$ cat config.mk
export PLATFORM = sky130hd
export DESIGN_NAME = serial_link_rx
export DESIGN_NICKNAME = d
export VERILOG_FILES = /design/src/rtl/slr_pkg.sv /design/src/rtl/slr_sync.sv /design/src/rtl/slr_bit_timer.sv /design/src/rtl/slr_frame.sv /design/src/rtl/serial_link_rx.sv
export SDC_FILE = /design/constraint.sdc
export NUM_CORES = 1
export LEC_CHECK = 0
export BUFFER_PORTS_ARGS = -buffer_cell sky130_fd_sc_hd__buf_2
export CAP_MARGIN = 15
export CORE_ASPECT_RATIO = 2
export CORE_MARGIN = 4
export CORE_UTILIZATION = 50
export DETAILED_ROUTE_END_ITERATION = 12
export PLACE_DENSITY = 0.69
export SKIP_CTS_REPAIR_TIMING = 1
export SYNTH_ARGS = -nofsm -noshare
export SYNTH_HDL_FRONTEND = slang
export SYNTH_HIERARCHICAL = 1
export SYNTH_SLANG_ARGS = --single-unit
$ cat constraint.sdc
create_clock -name clk -period 2 [get_ports clk]
set_clock_uncertainty 0.15 [all_clocks]
set_input_delay 0.4 -clock clk [delete_from_list [all_inputs] [get_ports clk]]
set_output_delay 0.4 -clock clk [all_outputs]
set_load 0.005 [all_outputs]
$ cat src/rtl/slr_pkg.sv
package slr_pkg;

    typedef enum logic [1:0] {
        ST_IDLE = 2'd0,
        ST_KIND = 2'd1,
        ST_DATA = 2'd2,
        ST_STOP = 2'd3
    } slr_state_e;

    // Clocks from start acceptance to the centre of the kind bit, minus one
    function automatic int unsigned first_wait(input int unsigned clks_per_bit);
        return (3 * clks_per_bit) / 2 - 1;
    endfunction

endpackage

$ cat src/rtl/slr_sync.sv
module slr_sync #(
    parameter int unsigned STAGES = 2
) (
    input  logic clk,
    input  logic rst_n,
    input  logic din,
    output logic dout,
    output logic rise
);

    typedef struct packed {
        logic [STAGES-1:0] chain;
        logic              prev;
    } sync_t;

    sync_t q, d;
    logic [STAGES-1:0] chain_next;

    generate
        if (STAGES == 1) begin : g_one
            assign chain_next = din;
        end else begin : g_many
            assign chain_next = {q.chain[STAGES-2:0], din};
        end
    endgenerate

    always_comb begin
        d       = q;
        d.chain = chain_next;
        d.prev  = q.chain[STAGES-1];
    end

    always_ff @(posedge clk) begin
        if (!rst_n) begin
            q <= '0;
        end else begin
            q <= d;
        end
    end

    assign dout = q.chain[STAGES-1];
    assign rise = q.chain[STAGES-1] & ~q.prev;

endmodule

$ cat src/rtl/slr_bit_timer.sv
module slr_bit_timer #(
    parameter int unsigned OSR_SLOW = 8
) (
    input  logic clk,
    input  logic rst_n,
    input  logic load,
    input  logic run,
    input  logic fast,
    output logic tick
);

    localparam int unsigned OSR_FAST = OSR_SLOW / 2;
    localparam int unsigned CW       = $clog2((3 * OSR_SLOW) / 2);
    localparam logic [CW-1:0] LOAD_SLOW   = CW'(slr_pkg::first_wait(OSR_SLOW));
    localparam logic [CW-1:0] LOAD_FAST   = CW'(slr_pkg::first_wait(OSR_FAST));
    localparam logic [CW-1:0] RELOAD_SLOW = CW'(OSR_SLOW - 1);
    localparam logic [CW-1:0] RELOAD_FAST = CW'(OSR_FAST - 1);

    typedef struct packed {
        logic [CW-1:0] cnt;
    } tmr_t;

    tmr_t q, d;

    always_comb begin
        d = q;
        if (load) begin
            d.cnt = fast ? LOAD_FAST : LOAD_SLOW;
        end else if (run) begin
            if (q.cnt == '0) begin
                d.cnt = fast ? RELOAD_FAST : RELOAD_SLOW;
            end else begin
                d.cnt = q.cnt - 1'b1;
            end
        end
    end

    always_ff @(posedge clk) begin
        if (!rst_n) begin
            q <= '0;
        end else begin
            q <= d;
        end
    end

    assign tick = run && (q.cnt == '0);

endmodule

$ cat src/rtl/slr_frame.sv
module slr_frame #(
    parameter int unsigned DATA_BITS = 8
) (
    input  logic                 clk,
    input  logic                 rst_n,
    input  logic                 rx,
    input  logic                 rx_rise,
    input  logic                 tick,
    input  logic                 speed_in,
    output logic                 load,
    output logic                 run,
    output logic                 fast_sel,
    output logic                 byte_valid,
    output logic [DATA_BITS-1:0] byte_data,
    output logic                 ack_seen,
    output logic                 frame_err
);

    import slr_pkg::*;

    localparam int unsigned NW = $clog2(DATA_BITS);
    localparam logic [NW-1:0] LAST_BIT = NW'(DATA_BITS - 1);

    typedef struct packed {
        slr_state_e           state;
        logic                 spd;
        logic [DATA_BITS-1:0] shreg;
        logic [NW-1:0]        nbits;
        logic [DATA_BITS-1:0] dout;
        logic                 bv;
        logic                 ack;
        logic                 ferr;
    } frm_t;

    frm_t q, d;

    always_comb begin
        d      = q;
        d.bv   = 1'b0;
        d.ack  = 1'b0;
        d.ferr = 1'b0;
        unique case (q.state)
            ST_IDLE: begin
                if (rx_rise) begin
                    d.state = ST_KIND;
                    d.spd   = speed_in;
                end
            end
            ST_KIND: begin
                if (tick) begin
                    if (rx) begin
                        d.state = ST_DATA;
                        d.nbits = '0;
                    end else begin
                        d.ack   = 1'b1;
                        d.state = ST_IDLE;
                    end
                end
            end
            ST_DATA: begin
                if (tick) begin
                    d.shreg = {rx, q.shreg[DATA_BITS-1:1]};
                    if (q.nbits == LAST_BIT) begin
                        d.state = ST_STOP;
                    end else begin
                        d.nbits = q.nbits + 1'b1;
                    end
                end
            end
            ST_STOP: begin
                if (tick) begin
                    d.state = ST_IDLE;
                    if (!rx) begin
                        d.bv   = 1'b1;
                        d.dout = q.shreg;
                    end else begin
                        d.ferr = 1'b1;
                    end
                end
            end
            default: d.state = ST_IDLE;
        endcase
    end

    always_ff @(posedge clk) begin
        if (!rst_n) begin
            q <= '0;
        end else begin
            q <= d;
        end
    end

    assign load       = (q.state == ST_IDLE) && rx_rise;
    assign run        = (q.state != ST_IDLE);
    assign fast_sel   = (q.state == ST_IDLE) ? speed_in : q.spd;
    assign byte_valid = q.bv;
    assign byte_data  = q.dout;
    assign ack_seen   = q.ack;
    assign frame_err  = q.ferr;

endmodule

$ cat src/rtl/serial_link_rx.sv
module serial_link_rx #(
    parameter int unsigned OSR_SLOW    = 8,
    parameter int unsigned SYNC_STAGES = 2,
    parameter int unsigned DATA_BITS   = 8
) (
    input  logic                 clk,
    input  logic                 rst_n,
    input  logic                 speed_fast,
    input  logic                 link_in,
    output logic                 byte_valid,
    output logic [DATA_BITS-1:0] byte_data,
    output logic                 ack_seen,
    output logic                 frame_err
);

    logic rx_s;
    logic rx_rise;
    logic tick;
    logic load;
    logic run;
    logic fast_sel;

    slr_sync #(
        .STAGES (SYNC_STAGES)
    ) sync_i (
        .clk   (clk),
        .rst_n (rst_n),
        .din   (link_in),
        .dout  (rx_s),
        .rise  (rx_rise)
    );

    slr_bit_timer #(
        .OSR_SLOW (OSR_SLOW)
    ) timer_i (
        .clk   (clk),
        .rst_n (rst_n),
        .load  (load),
        .run   (run),
        .fast  (fast_sel),
        .tick  (tick)
    );

    slr_frame #(
        .DATA_BITS (DATA_BITS)
    ) frame_i (
        .clk        (clk),
        .rst_n      (rst_n),
        .rx         (rx_s),
        .rx_rise    (rx_rise),
        .tick       (tick),
        .speed_in   (speed_fast),
        .load       (load),
        .run        (run),
        .fast_sel   (fast_sel),
        .byte_valid (byte_valid),
        .byte_data  (byte_data),
        .ack_seen   (ack_seen),
        .frame_err  (frame_err)
    );

endmodule

==> run metrics <==
drt pass-1 iters 4; Unique masters post-synth 38; critical path arrival 1830 ps; Die Y 85.9 um; syn avg cell area 9.48 um2; Die Area 0.00403 mm2; Worst setup EP type flop; pwr/cell area 850 mW/mm2; total core area 0.00294 mm2; # DRC 0; clock buffer depth 2; Final Non-Filler Cells 199; Pleak 0.000652 uW; total CTS buffers 5; initial antenna violation count 0; vias per cell 5.39; Worst IR Drop VDD 0.000625 V; starting density of the core 51.5%; Die Wd 46.9 um; DP HPWL 1900 um; global-route wire length before repair 4550 um; Seq/Total Area, Yosys 42.2%; post-route minimum period 1780 ps; # Max-Cap Violations 0; highest clock rate 563 MHz; Worst EP required 2060 ps; Routed WL 2560 um; Cells after Synth 160; Post-Syn Nets 167; Internal 1130 uW; EDFF count, synth 0; worst-skew pair later-pin latency 280 ps; H-tree Lvls 2; Clock power frac 47.3%; largest net degree at the start of global routing 35; TritonCTS clock tree yes; Tcrit/Tclk final 88.9%; CP max FO 11; final slew viol count 0; Area Overhead vs Synth 9.49%; diode count 0; mapped cell area 0.00152 mm2; Fin. Hold Viols 0; Routed Antenna Nets 0; gr ovfl total 0; Register Area 641 um2; RSZ-0062 raised after global routing false; placed insts 191; share of power burned in registers 46.7%; share of cells above drive strength 1 26.0%; startpoint type of the worst setup path flop; setup TNS 0 ps; Post-synth top flop dfxtp_1; Ys Warns 6; status finished, final reports clean; multi-input logic area 733 um2; GRT Util Overall 15.4%; critical path type reg2reg; Core Rows 28; initial DRC count 20; Buffers on Ports 14; slew at the pin closest to its max-slew limit 483 ps; # IOs 15; Post-synth ARST share 0%; gpl congestion 0.786; Synth Register Bits 32; vias 1,072; Setup-failing EPs final 0; Slew Limit Headroom 67.8%; Reg clk slew, reported paths 60 ps; switching power 281 uW; CTS root buffer clkbuf_8; fin nets 175; CTS sink count 32; DR WL/cell 12.9 um; Hold Crit Class in2reg; Sw Share 19.9%; vias in the first global route 1,053; Fillers 288; combinational fraction of design power 6.1%
logic make-up (layout without fill, tap and decap cells):
family	after synthesis	count (layout)	share of synthesized area, %
AND/OR/NAND/NOR	67	67	24.6
adder cells (fa/ha/maj)	3	3	2.48
AO/OA/AOI/OAI	28	28	16.4
flip-flops	32	32	42.2
buffers and inverters	23	32	9.41
XOR/XNOR	1	1	0.578
multiplexers	6	6	4.29
power by group through the flow:
stage / registers, uW / clock network, uW / logic (uW)
final: 658 / 667 / 85.9
after global routing: 660 / 712 / 96.0
after CTS: 658 / 681 / 86.9
after detailed placement: 672 / 0 / 86.4
after global placement: 671 / 0 / 82.7
after floorplan: 670 / 0 / 70.3
through the flow:
stage          utilization [%]  setup WS, ps  total power [uW]  hold slack (ps)  area, um2
3_3_place_gp              52.1           314               754              259       1530
2_1_floorplan                -           246               740              256       1520
6_report                  56.4           222              1410              172       1660
3_5_place_dp              52.1           249               758              261       1530
4_1_cts                   56.4           232              1430              166       1660
5_1_grt                   56.4          50.0              1470              170       1660
per-layer routing:
layer,vias up,track usage (%),routed length (um)
met2,17,25.8,1420
li1,544,-,-
met4,0,8.82,78
met1,504,16.1,962
met5,-,0,0
met3,7,4.41,102
final timing paths:
path,from,to,slack (ps),depth (start not counted)
setup reg to reg,timer_i/q[0],frame_i/q[13],220,8
hold / removal,link_in,sync_i/chain_next[1],170,2
setup / recovery,timer_i/q[0],frame_i/q[13],220,8
hold reg to reg,sync_i/chain_next[1],sync_i/dout,280,1
synth_stat cells (3+ instances only):
master,instances,area share (%)
dfxtp_1,32,42
nand2_1,29,7.2
nand3_1,11,3.6
buf_4,10,5.0
a21boi_2,8,5.9
a21boi_1,7,3.5
inv_1,6,1.5
a21oi_1,5,1.6
mux2i_1,5,3.3
and2_1,4,1.6
nor3_1,4,1.3
ha_1,3,2.5
nor2_1,3,0.74
nor2b_1,3,1.2
cell usage in the layout, fill, tap and decap left out, types with 2 or more instances in the layout:
master and n:
a21boi_2 8, mux2i_1 5, and2_1 4, a21boi_1 7, buf_4 4, nor2b_1 3
nand2_1 29, inv_1 6, nor2b_4 2, ha_1 3, buf_2 14, nor3_1 4
a21oi_1 5, dfxtp_1 32, nor2_1 3, clkbuf_8 7, o21a_1 2, a211oi_1 2
nand3_1 11
critical path, cell delays in order (launching register included):
cell	delay [ps]
dfxtp_1	390
inv_1	60
ha_1	210
nand2_2	80
nor3_1	50
buf_4	150
buf_4	180
a31oi_4	220
mux2i_1	220
flip-flops by register name, summed over array words and instances (netlist names), named ones only:
signal / flops
frame_i/q: 13
frame_i/byte_data: 8
timer_i/q: 4
frame_i/ack_seen: 1
frame_i/byte_valid: 1
frame_i/frame_err: 1
sync_i/chain_next: 1
sync_i/dout: 1
sync_i/q: 1
area by class of cell:
type | count | share of cell area [%]
clock inverters | 1 | 1.81
clock buffers | 7 | 5.80
inverters | 6 | 1.36
flip-flops and latches | 32 | 38.6
well taps | 30 | 2.26
multi-input cells | 105 | 44.2
repair buffers | 18 | 6.03
No activity file was read; power rests on OpenSTA's default activity.
